[config.mk]
export PLATFORM = sky130hd
export DESIGN_NAME = acc_char_out
export DESIGN_NICKNAME = d
export VERILOG_FILES = /design/src/rtl/acc_char_out.sv
export SDC_FILE = /design/constraint.sdc
export NUM_CORES = 1
export LEC_CHECK = 0
export ABC_CLOCK_PERIOD_IN_PS = 3200
export BUFFER_PORTS_ARGS = -buffer_cell sky130_fd_sc_hd__buf_2
export CAP_MARGIN = 10
export CELL_PAD_IN_SITES_DETAIL_PLACEMENT = 1
export CELL_PAD_IN_SITES_GLOBAL_PLACEMENT = 2
export CORE_ASPECT_RATIO = 1.1
export CORE_MARGIN = 5
export CORE_UTILIZATION = 34
export CTS_BUF_LIST = sky130_fd_sc_hd__clkbuf_16
export DETAILED_ROUTE_END_ITERATION = 10
export PLACE_DENSITY_LB_ADDON = 0.1
export SETUP_SLACK_MARGIN = 0.2
export SYNTH_ARGS = -nofsm -noshare
export SYNTH_HDL_FRONTEND = slang
export SYNTH_SLANG_ARGS = --single-unit
[constraint.sdc]
create_clock -name clk -period 3.2 [get_ports clk]
set_input_delay 0.64 -clock clk [delete_from_list [all_inputs] [get_ports clk]]
set_output_delay 0.64 -clock clk [all_outputs]
set_load 0.01 [all_outputs]
[src/rtl/acc_char_out.sv]
module acc_char_out #(
  parameter int ACC_W      = 24,
  parameter int NIB_W      = 4,
  parameter int STROBE_CYC = 375000,
  parameter int HOLD_CYC   = 5000000
) (
  input  logic             clk,
  input  logic             rst_n,
  input  logic             load,
  input  logic [ACC_W-1:0] load_data,
  input  logic             out_cmd,
  output logic [ACC_W-1:0] acc,
  output logic             strobe,
  output logic [NIB_W:0]   pulses,
  output logic [NIB_W:0]   lines,
  output logic             busy,
  output logic             overrun
);
  localparam int SW = $clog2(STROBE_CYC + 1);
  localparam int HW = $clog2(HOLD_CYC + 1);

  logic [ACC_W-1:0] acc_q;
  logic [NIB_W-1:0] ext_q;
  logic             par_q;
  logic [SW-1:0]    stb_cnt;
  logic [HW-1:0]    hold_cnt;
  logic             own_q;
  logic [NIB_W:0]   lat_q;
  logic             ovr_q;

  wire              accept = out_cmd & ~strobe;
  wire [NIB_W-1:0]  top    = acc_q[ACC_W-1 -: NIB_W];
  wire [NIB_W:0]    char_w = {par_q, ext_q};

  assign acc     = acc_q;
  assign strobe  = stb_cnt != '0;
  assign busy    = hold_cnt != '0;
  assign pulses  = {(NIB_W+1){strobe}} & char_w;
  assign lines   = lat_q;
  assign overrun = ovr_q;

  always_ff @(posedge clk) begin
    if (!rst_n) begin
      acc_q <= '0;
      ext_q <= '0;
      par_q <= 1'b0;
    end else if (accept) begin
      acc_q <= {acc_q[ACC_W-NIB_W-1:0], {NIB_W{1'b0}}};
      ext_q <= top;
      par_q <= ~(^top);
    end else if (load) begin
      acc_q <= load_data;
    end
  end

  always_ff @(posedge clk) begin
    if (!rst_n)      stb_cnt <= '0;
    else if (accept) stb_cnt <= SW'(STROBE_CYC);
    else if (strobe) stb_cnt <= stb_cnt - 1'b1;
  end

  always_ff @(posedge clk) begin
    if (!rst_n) begin
      hold_cnt <= '0;
      own_q    <= 1'b0;
      lat_q    <= '0;
      ovr_q    <= 1'b0;
    end else begin
      ovr_q <= accept & busy;
      if (accept && !busy)    hold_cnt <= HW'(HOLD_CYC);
      else if (busy)          hold_cnt <= hold_cnt - 1'b1;
      if (accept && !busy)    own_q <= 1'b1;
      else if (stb_cnt == SW'(1)) own_q <= 1'b0;
      if (busy && hold_cnt == HW'(1)) lat_q <= '0;
      else if (strobe && own_q)       lat_q <= lat_q | pulses;
    end
  end
endmodule

# [Word-level counts from Yosys, hierarchy flattened]
# Cells that the tools add are included.
[classes] add_sub_neg=2 eq_ne=2 muxes=8 bitwise_logic=7 n_reduce_logical=14
[op_table] cell="$mux 24" count=2
[op_table] cell="$mux 23" count=2
[op_table] cell="$mux 19" count=2
[op_table] cell="$eq 23x1->1 const B" count=1
[op_table] cell="$reduce_bool 23->1" count=1
[op_table] cell="$sub 23x1->23 const B" count=1
[op_table] cell="$eq 19x1->1 const B" count=1
[op_table] cell="$reduce_bool 19->1" count=1
[op_table] cell="$sub 19x1->19 const B" count=1
[op_table] cell="$reduce_bool 2->1" count=4
[op_table] cell="$reduce_or 2->1" count=3
[op_table] cell="$and 5x5->5" count=1
[op_table] cell="$or 5x5->5" count=1
[op_table] cell="$reduce_xor 4->1" count=1
[op_table] cell="$logic_and 1x1->1" count=3
[op_table] cell="$not 1->1" count=3
[op_table] cell="$and 1x1->1" count=2
[op_table] cell="$mux 1" count=2
[op_table] cell="$logic_not 1->1" count=1
[word_totals] register_bits=78 inputBits=28 output_inout_bits=37 word_cells=44

# [Logic depth before layout (Yosys ltp)]
# Gate-level depths: netlist (run 1).
[depth] word_depth=5 mapped_depth=9 ltp_nobuf=7

# [Worst setup path after synthesis (run 1)]
# OpenSTA, ideal clock, no wires.
[synth_path] path_kind="register to output" from="reg stb_cnt[3]" to="out pulses[0]" arrival_ns=2.002 required_ns=2.560 slack_ns=0.558 path_stages_with_launch=7 path_buffers=1 path_cell_list="dfxtp_1 > or4_4 > or3_4 > nor3_4 > inv_4 > buf_6 > and2_1"
[synth_via] elab_chain_len=2
[synth_lines] item="start, declared" line="25" source="logic [SW-1:0] stb_cnt;"
[synth_lines] item="start signal, assigned" line="58" source="else if (accept) stb_cnt <= SW'(STROBE_CYC);"
[synth_lines] item="start signal, assigned" line="59" source="else if (strobe) stb_cnt <= stb_cnt - 1'b1;"
[synth_lines] item="$reduce_bool 19->1" line="36" source="assign strobe = stb_cnt != '0;"
[synth_lines] item="net strobe" line="13" source="output logic strobe,"
[synth_lines] item="$and 5x5->5" line="38" source="assign pulses = {(NIB_W+1){strobe}} & char_w;"
[synth_lines] item="end, declared" line="14" source="output logic [NIB_W:0] pulses,"
# The timed path passes the listed nets, and every way through them passes these cells.

# [Final worst setup path (run 1)]
[layout_path] from="reg stb_cnt[4]" to="out pulses[0]"
[layout_via] elab_chain_len=2
[layout_lines] item="$reduce_bool 19->1" line="36"
[layout_lines] item="$and 5x5->5" line="38"
# No other way between the ends.

==> results of run 1 <==
-- kinds of logic after synthesis --
kind of cell	Yosys count	synth area share, %
fa+ha+maj	6	1.99
flops	78	41.3
buf+inv	32	3.61
simple gates	171	23.5
mux	25	6.62
compound gates	86	18.4
xor+xnor	20	4.63
-- power by group through the flow --
stage,Clock [W],Combinational [W],Sequential [W]
after global placement,0,0.00225,0.00157
after CTS,0.00112,0.00232,0.00156
after detailed placement,0,0.00228,0.00158
final,0.00108,0.00229,0.00156
after floorplan,0,0.00162,0.00152
after global routing,0.00116,0.00259,0.00161
-- sequential cells by signal, indices dropped and copies added, names as in the netlist --
register	cells
acc	24
hold_cnt	23
overrun	1
par_q	1
ext_q	4
own_q	1
lines	5
stb_cnt	19
-- through the flow --
stage | utilization [%] | std cells | hold slack [ps] | power [W] | setup WS (ps)
3_3_place_gp | 39.2 | 618 | 451 | 0.00382 | 592
3_5_place_dp | 39.2 | 618 | 456 | 0.00386 | 553
6_report | 42.3 | 636 | 466 | 0.00493 | 318
2_1_floorplan | - | 418 | 444 | 0.00315 | 558
4_1_cts | 42.2 | 636 | 476 | 0.00500 | 212
5_1_grt | 42.3 | 636 | 491 | 0.00536 | 206
-- cell type report --
type	count	area (sq um)	share of cell area (%)
clock buffer	9	225	4.88
sequential	78	1560	33.8
inverter	9	36.3	0.786
tap	147	184	3.98
timing repair buffer	78	425	9.22
multi-input combinational	308	2090	45.4
clock inverter	7	90.1	1.95
-- worst reg2reg max path: cells and delay by family (launching register included) --
family,cells,cell delay [ps]
flops,1,350
buf+inv,2,290
simple gates,4,1250
compound gates,1,380
-- layer usage --
layer	vias to the layer above	global-route usage (%)
met4	0	6.00
met5	-	0
met3	11	3.45
li1	1662	-
met2	41	29.4
met1	1620	20.3
-- final timing paths --
| path | end | start | slack, ps | depth (start not counted) |
|---|---|---|---|---|
| worst min register to register | lines[0] | lines[0] | 470 | 2 |
| worst max register to register | stb_cnt[18] | stb_cnt[4] | 810 | 7 |
| worst max-delay path | pulses[0] | stb_cnt[4] | 320 | 6 |
| worst min-delay path | lines[0] | lines[0] | 470 | 2 |
-- repair_timing --
item                                   4_1_cts  5_1_grt
setup buffers                                2        0
pin swaps                                    0        2
setup endpoints to repair                    5        6
gates resized for setup                      0        1
endpoints found under the hold margin        0        0
-- cells in the mapped netlist, types with 2 or more instances --
master    number
o21ai_0       10
nand4b_1       2
or2_2          4
o211a_1       24
mux2i_1       25
inv_1          8
dfxtp_1       78
a21boi_0       5
ha_1           6
a31oi_1        6
a21oi_1        6
nor4_1        10
xnor2_1        6
nor3_4         2
buf_2          5
xor2_1        14
a311oi_1       2
nand2_1       44
and2_1         7
o21a_1         2
o31ai_1        3
a211oi_1       4
clkbuf_1      17
or3_1          8
a211o_1        2
o211ai_1       4
nor2_1        46
nand3_1        8
o311a_1        4
nor3_1        15
and3_1         7
nand4_1        4
==> flow_summary.json, run 1 <==
{
  "grt_pass1_vias": 3494,
  "final_cell_area_sq_um": 4620,
  "crit_required_ps": 2560,
  "cpPeakStageDelay_ps": 570,
  "vias": 3334,
  "critical_path.top_delay_family": "simple AND/OR/NAND/NOR gates",
  "ir_worst_vdd_uv": 340,
  "finalMaxSlewViolations": 0,
  "tightest_slew_ps": 723,
  "dp_hpwl_mm": 7.75,
  "ioPinCount": 65,
  "syn_nets": 452,
  "routed_wl_mm": 10.7,
  "final.setup_skew_ps": 6.40,
  "layout_min_cycle_time_ps": 2880,
  "slowest_stage": "or4_4",
  "cts_max_path_buffers": 2,
  "comb_power_share_pct": 46.4,
  "syn_inst": 418,
  "core_sq_um": 10900,
  "routed-wl-met2_mm": 5.49,
  "synth_top_area_share_pct": 41.3,
  "numCtsBuffers": 9,
  "p_int_w": 0.00289,
  "clkPwrFrac_pct": 22.0,
  "drtIter0Drc": 122,
  "grt_pass1_wl_mm": 18.1,
  "end_kind": "output pin",
  "cts_tree": "built",
  "track_usage_pct": 16.8,
  "overflow": 0,
  "wl_per_cell_microns": 16.8,
  "final_layout_size_suffix_gt1_share_pct": 22.7,
  "ctsHoldBuffers": 0,
  "dieWidth_microns": 111,
  "async_flop_share_pct": 0,
  "vias_per_cell": 5.24,
  "switching_share_pct": 41.5,
  "synth_ff_type": "dfxtp_1",
  "antenna_left": 0,
  "worstPathArrival_ps": 2240,
  "status": "finished, final reports clean",
  "tns_ps": 0,
  "yosysWarnings": 0,
  "p_sw_w": 0.00205,
  "synth_cell_type_count": 62,
  "synth_top_area_cell": "dfxtp_1",
  "gp_congestion": 0.775,
  "max_slew_margin_pct": 51.8,
  "seq_power_share_pct": 31.6,
  "highest_layer": "met4",
  "fp.dieArea_sq_um": 13300,
  "synth_area_per_cell_sq_um": 9.04,
  "rows": 40,
  "root_buffer": "clkbuf_16",
  "p_leak_nw": 2.23,
  "synth_edf_count": 0,
  "setup.worst_path.class": "reg -> out",
  "layout.nets": 518,
  "post-route-period-util_pct": 90.1,
  "max_freq_mhz": 347,
  "crit_fanout": 12,
  "drt-pass1-iter-count": 4,
  "antenna_found_initial": 0,
  "critPathBufInv": 2,
  "seq_area_frac_synth_pct": 41.3,
  "drc": 0,
  "hold_violations": 0,
  "grt_max_degree": 42,
  "hp-class": "reg -> reg",
  "syn_area_sq_um": 3780,
  "cp_cell_sequence": "or4_4 > or3_4 > nor3_4 > inv_4 > and2_1 > buf_2",
  "max_cap_violations": 0,
  "clk_pin_slew_ps": 60,
  "place_area_sq_um": 4280,
  "ys_ff_latch": 78,
  "final_common_cell": "dfxtp_1",
  "worst_skew_pair.late_latency_ps": 340,
  "initial_utilization_pct": 34.6,
  "p_per_area_nw_per_um2": 1070,
  "drt-met1-wl_mm": 4.74,
  "mostFrequentLayoutCells": "78 x dfxtp_1, 64 x buf_2, 46 x nor2_1",
  "wl_met3_microns": 320,
  "cts_max_level": 3,
  "rsz0062_at_grt": "no",
  "setup-violations-final": 0,
  "num_antenna_cells": 0,
  "area_growth_pct": 22.1,
  "synth_area_leaders": "dfxtp_1 41%, mux2i_1 6.6%, o211a_1 6.4%",
  "fillers": 1335,
  "io_buffers": 64,
  "cts_num_sinks": 78,
  "die_y_microns": 121,
  "start_kind": "register"
}
(Power assumes the default switching activity.)
==> inputs of run 2 (changes only) <==
--- a/config.mk
+++ b/config.mk
@@ -8,11 +8,11 @@
 export ABC_CLOCK_PERIOD_IN_PS = 3200
 export BUFFER_PORTS_ARGS = -buffer_cell sky130_fd_sc_hd__buf_2
 export CAP_MARGIN = 10
-export CELL_PAD_IN_SITES_DETAIL_PLACEMENT = 1
-export CELL_PAD_IN_SITES_GLOBAL_PLACEMENT = 2
+export CELL_PAD_IN_SITES_DETAIL_PLACEMENT = 0
+export CELL_PAD_IN_SITES_GLOBAL_PLACEMENT = 1
 export CORE_ASPECT_RATIO = 1.1
 export CORE_MARGIN = 5
-export CORE_UTILIZATION = 34
+export CORE_UTILIZATION = 42
 export CTS_BUF_LIST = sky130_fd_sc_hd__clkbuf_16
 export DETAILED_ROUTE_END_ITERATION = 10
 export PLACE_DENSITY_LB_ADDON = 0.1
==> run 2 against run 1 <==
  * Cell area decreased by 1.3%
  * Sequential share of layout area increased by 0.46 points
  * Combinational power about the same
  * Critical path depth unchanged
==> flow_summary.json, run 2 (synthesis gave the netlist of run 1 again) <==
{
  "grt_pass1_wl_mm": 15.4,
  "cp_cell_sequence": "or4_4 > or3_4 > nor3_4 > clkinv_4 > and2_1 > buf_2",
  "ir_worst_vdd_uv": 342,
  "cts_tree": "built",
  "gp_congestion": 0.815,
  "crit_required_ps": 2560,
  "final.setup_skew_ps": 5.93,
  "worst_skew_pair.late_latency_ps": 330,
  "clk_pin_slew_ps": 60,
  "cpPeakStageDelay_ps": 570,
  "vias": 3311,
  "io_buffers": 64,
  "final_common_cell": "dfxtp_1",
  "hold_violations": 0,
  "root_buffer": "clkbuf_16",
  "rr_startpoint": "stb_cnt[4]",
  "post-route-period-util_pct": 90.5,
  "numCtsBuffers": 9,
  "max_cap_violations": 0,
  "reg2regPathDepth": 9,
  "worstPathArrival_ps": 2260,
  "ctsHoldBuffers": 0,
  "track_usage_pct": 17.8,
  "crit_start": "stb_cnt[4]",
  "end_kind": "output pin",
  "wl_per_cell_microns": 15.9,
  "largest_reg_flops": 24,
  "core_sq_um": 8830,
  "post-route-util_pct": 51.6,
  "rows": 36,
  "p_leak_nw": 2.23,
  "drc": 0,
  "dp_hpwl_mm": 6.79,
  "setup-violations-final": 0,
  "num_antenna_cells": 0,
  "finalMaxSlewViolations": 0,
  "drt-pass1-iter-count": 4,
  "area_growth_pct": 20.5,
  "worstReg2RegEnd": "stb_cnt[15]",
  "mostFrequentLayoutCells": "78 x dfxtp_1, 64 x buf_2, 46 x nor2_1",
  "tns_ps": 0,
  "layout_min_cycle_time_ps": 2900,
  "overflow": 0,
  "crit_fanout": 6,
  "layout.nets": 525,
  "status": "finished, final reports clean",
  "dieWidth_microns": 100,
  "slowest_stage": "or4_4",
  "die_y_microns": 109,
  "tightest_slew_ps": 722,
  "cts_max_path_buffers": 2,
  "initial_utilization_pct": 42.8,
  "place_area_sq_um": 4230,
  "max_slew_margin_pct": 51.8,
  "hp-class": "reg -> reg",
  "endpoint": "pulses[2]",
  "critical_path.top_delay_family": "simple AND/OR/NAND/NOR gates",
  "vias_per_cell": 5.44,
  "antenna_left": 0,
  "rsz0062_at_grt": "no",
  "cts_max_level": 3,
  "routed_wl_mm": 9.68,
  "final_cell_area_sq_um": 4550,
  "cts_num_sinks": 78,
  "setup.worst_path.class": "reg -> out",
  "p_per_area_nw_per_um2": 1040,
  "grt_pass1_vias": 3099,
  "max_freq_mhz": 345,
  "drtIter0Drc": 165,
  "grt_max_degree": 48,
  "final_layout_size_suffix_gt1_share_pct": 22.6,
  "critPathBufInv": 2,
  "ff2ff_setup_slack_ps": 680,
  "ioPinCount": 65,
  "start_kind": "register",
  "antenna_found_initial": 0,
  "cp.depth": 6,
  "fp.dieArea_sq_um": 11000
}
run 2: area by class of cell:
type	count	area, sq um
Timing Repair inverter	1	5.00
Tap cell	114	143
Inverter	9	38.8
Clock inverter	6	23.8
Clock buffer	9	225
Sequential cell	78	1560
Multi-Input combinational cell	308	2090
Fill cell	890	4270
Timing Repair Buffer	84	470
run 2: worst min path at each step:
stage / cells past startpoint / slack, ps / to / from
final: 2 / 460 / lines[1] / lines[1]
after global routing: 2 / 500 / hold_cnt[5] / hold_cnt[5]
after CTS: 2 / 470 / lines[1] / lines[1]
after detailed placement: 2 / 450 / lines[3] / lines[3]
after global placement: 2 / 450 / lines[0] / lines[0]
after floorplan: 2 / 440 / ext_q[1] / ext_q[1]
run 2: where the power goes:
group	switching, W	total, W	leakage (nW)	internal, W
Combinational	0.00132	0.00230	1.46	0.000975
Sequential	0.000292	0.00154	0.640	0.00125
Clock	0.000375	0.000880	0.134	0.000505
Total	0.00199	0.00472	2.23	0.00273
run 2: worst min-delay path, stage by stage (launching register included):
cell	delay (ps)
dfxtp_1	320
a31oi_1	40
nor2_1	70
run 2: metrics by stage:
| step | cells | hold slack (ps) | worst slack, ps | total power, W |
|---|---|---|---|---|
| global route | 609 | 500 | 219 | 0.00510 |
| finish | 609 | 463 | 304 | 0.00472 |
| CTS | 599 | 469 | 206 | 0.00469 |
| global placement | 584 | 447 | 605 | 0.00376 |
| detailed placement | 584 | 455 | 578 | 0.00378 |
| floorplan | 418 | 444 | 558 | 0.00315 |
run 2: per-layer routing:
layer  vias up  GRT usage, %  share of wire [%]
met5         -             0                  0
met2        61          29.1                 49
met4         0          7.12                1.9
li1       1666             -                  -
met3        11          4.06                3.9
met1      1573          22.8                 45
run 2: timing repair:
action	CTS	global route
setup endpoints to repair	0	5
setup buffers	0	9
gates resized for setup	0	1
==> inputs of run 3 (changes only) <==
--- a/config.mk
+++ b/config.mk
@@ -15,7 +15,7 @@
 export CORE_UTILIZATION = 42
 export CTS_BUF_LIST = sky130_fd_sc_hd__clkbuf_16
 export DETAILED_ROUTE_END_ITERATION = 10
-export PLACE_DENSITY_LB_ADDON = 0.1
+export PLACE_DENSITY = 0.81
 export SETUP_SLACK_MARGIN = 0.2
 export SYNTH_ARGS = -nofsm -noshare
 export SYNTH_HDL_FRONTEND = slang
==> run 3 against run 2 <==
  * Clock power grew 15%
  * Non-clock buffer count shrank 4
  * Die area is the same
  * Critical endpoint is now pulses[0]
  * Via count grew 0.27%
  * Sequential power is essentially flat
==> flow_summary.json, run 3 (synthesis gave the netlist of run 1 again) <==
{
  "final.setup_skew_ps": 7.47,
  "setup-violations-final": 0,
  "tns_ps": 0,
  "crit_required_ps": 2560,
  "cts_tree": "built",
  "die_y_microns": 109,
  "hp-class": "reg -> reg",
  "max_freq_mhz": 342,
  "io_buffers": 64,
  "num_antenna_cells": 0,
  "antenna_found_initial": 0,
  "gr-usage-met1_pct": 21.5,
  "place_ws_ps": 397,
  "largest_reg_flops": 24,
  "layout.nets": 520,
  "root_buffer": "clkbuf_16",
  "drt-pass1-iter-count": 4,
  "final_cells": 605,
  "fp.dieArea_sq_um": 11000,
  "finalMaxSlewViolations": 0,
  "start_kind": "register",
  "cts_max_level": 3,
  "final_common_cell": "dfxtp_1",
  "rsz0062_at_grt": "no",
  "max_slew_margin_pct": 53.6,
  "drtIter0Drc": 162,
  "max_cap_violations": 0,
  "final_layout_size_suffix_gt1_share_pct": 23.0,
  "mostFrequentLayoutCells": "76 x dfxtp_1, 65 x buf_2, 46 x nor2_1",
  "cts_max_path_buffers": 2,
  "drc": 0,
  "post-route-period-util_pct": 91.4,
  "grt_pass1_vias": 3066,
  "wl_per_cell_microns": 15.4,
  "antenna_left": 0,
  "area_growth_pct": 20.7,
  "rows": 36,
  "track_usage_pct": 17.0,
  "use_met3_pct": 4.89,
  "hold_depth": 2,
  "numCtsBuffers": 9,
  "ioPinCount": 65,
  "setup.worst_path.class": "reg -> out",
  "cts_num_sinks": 78,
  "vias": 3320,
  "setup_ws_ps": 274,
  "initial_utilization_pct": 42.8,
  "place_inst": 581,
  "routed_wl_mm": 9.30,
  "tightest_slew_ps": 697,
  "status": "finished, final reports clean",
  "fin_total_pwr_w": 0.00479,
  "vias_per_cell": 5.49,
  "overflow": 0,
  "worst_skew_pair.late_latency_ps": 340,
  "gr-max-usage-layer": "met2",
  "met2_usage_pct": 27.8,
  "ir_worst_vdd_uv": 364,
  "p_per_area_nw_per_um2": 1050,
  "layout_min_cycle_time_ps": 2930,
  "worstPathArrival_ps": 2290,
  "p_leak_nw": 2.22,
  "grt_max_degree": 43,
  "dp_hpwl_mm": 6.51,
  "hold_violations": 0,
  "grt_pass1_wl_mm": 14.8,
  "clk_pin_slew_ps": 50,
  "dieWidth_microns": 100,
  "crit_fanout": 8,
  "reg2regPathDepth": 8,
  "core_sq_um": 8830,
  "end_kind": "output pin",
  "ctsHoldBuffers": 0,
  "gp_congestion": 0.807
}
[run 3: what timing repair did]
action	CTS	global route
resized for setup	0	3
pin swaps	1	2
cloned	0	0
buffers inserted	1	7
hold endpoints to repair	0	0
setup endpoints to repair	6	5
[run 3: final cells by class]
class / instances / area (sq um)
Timing Repair Buffer: 80 / 438
Multi-Input combinational cell: 308 / 2090
Clock buffer: 9 / 225
Tap cell: 114 / 143
Inverter: 9 / 38.8
Clock inverter: 7 / 66.3
Fill cell: 868 / 4270
Sequential cell: 78 / 1560
[run 3: power by group]
part           switching, W  total (W)  internal [W]
clock network      0.000409    0.00101      0.000600
registers          0.000294    0.00155       0.00125
logic               0.00129    0.00224      0.000949
total               0.00199    0.00479       0.00280
[run 3: metal layers]
layer  part of all wire [%]  wire, microns  vias to the layer above
met5                      0              0                        -
met4                    1.4            129                        0
met3                    5.3            497                        9
met2                     49           4540                       75
met1                     44           4130                     1580
li1                       -              -                     1656
[run 3: worst max-delay path, stage by stage (launching register included)]
cell and delay (ps):
dfxtp_2 330, or4_4 580, or3_4 380, nor3_4 230
clkinv_4 130, and2_1 170, buf_2 130
[run 3: through the flow]
stage	utilization (%)	cell area, sq um	hold slack [ps]
5_1_grt	51.7	4560	506
4_1_cts	51.0	4510	476
2_1_floorplan	-	3780	444
3_5_place_dp	47.7	4210	461
3_3_place_gp	47.7	4210	445
6_report	51.7	4560	471
[run 3: worst paths after layout]
check | start | endpoint | slack, ps
worst max-delay path | stb_cnt[5] | pulses[0] | 270
worst max register to register | stb_cnt[5] | stb_cnt[6] | 760
worst min register to register | lines[3] | lines[3] | 470
worst min-delay path | lines[3] | lines[3] | 470
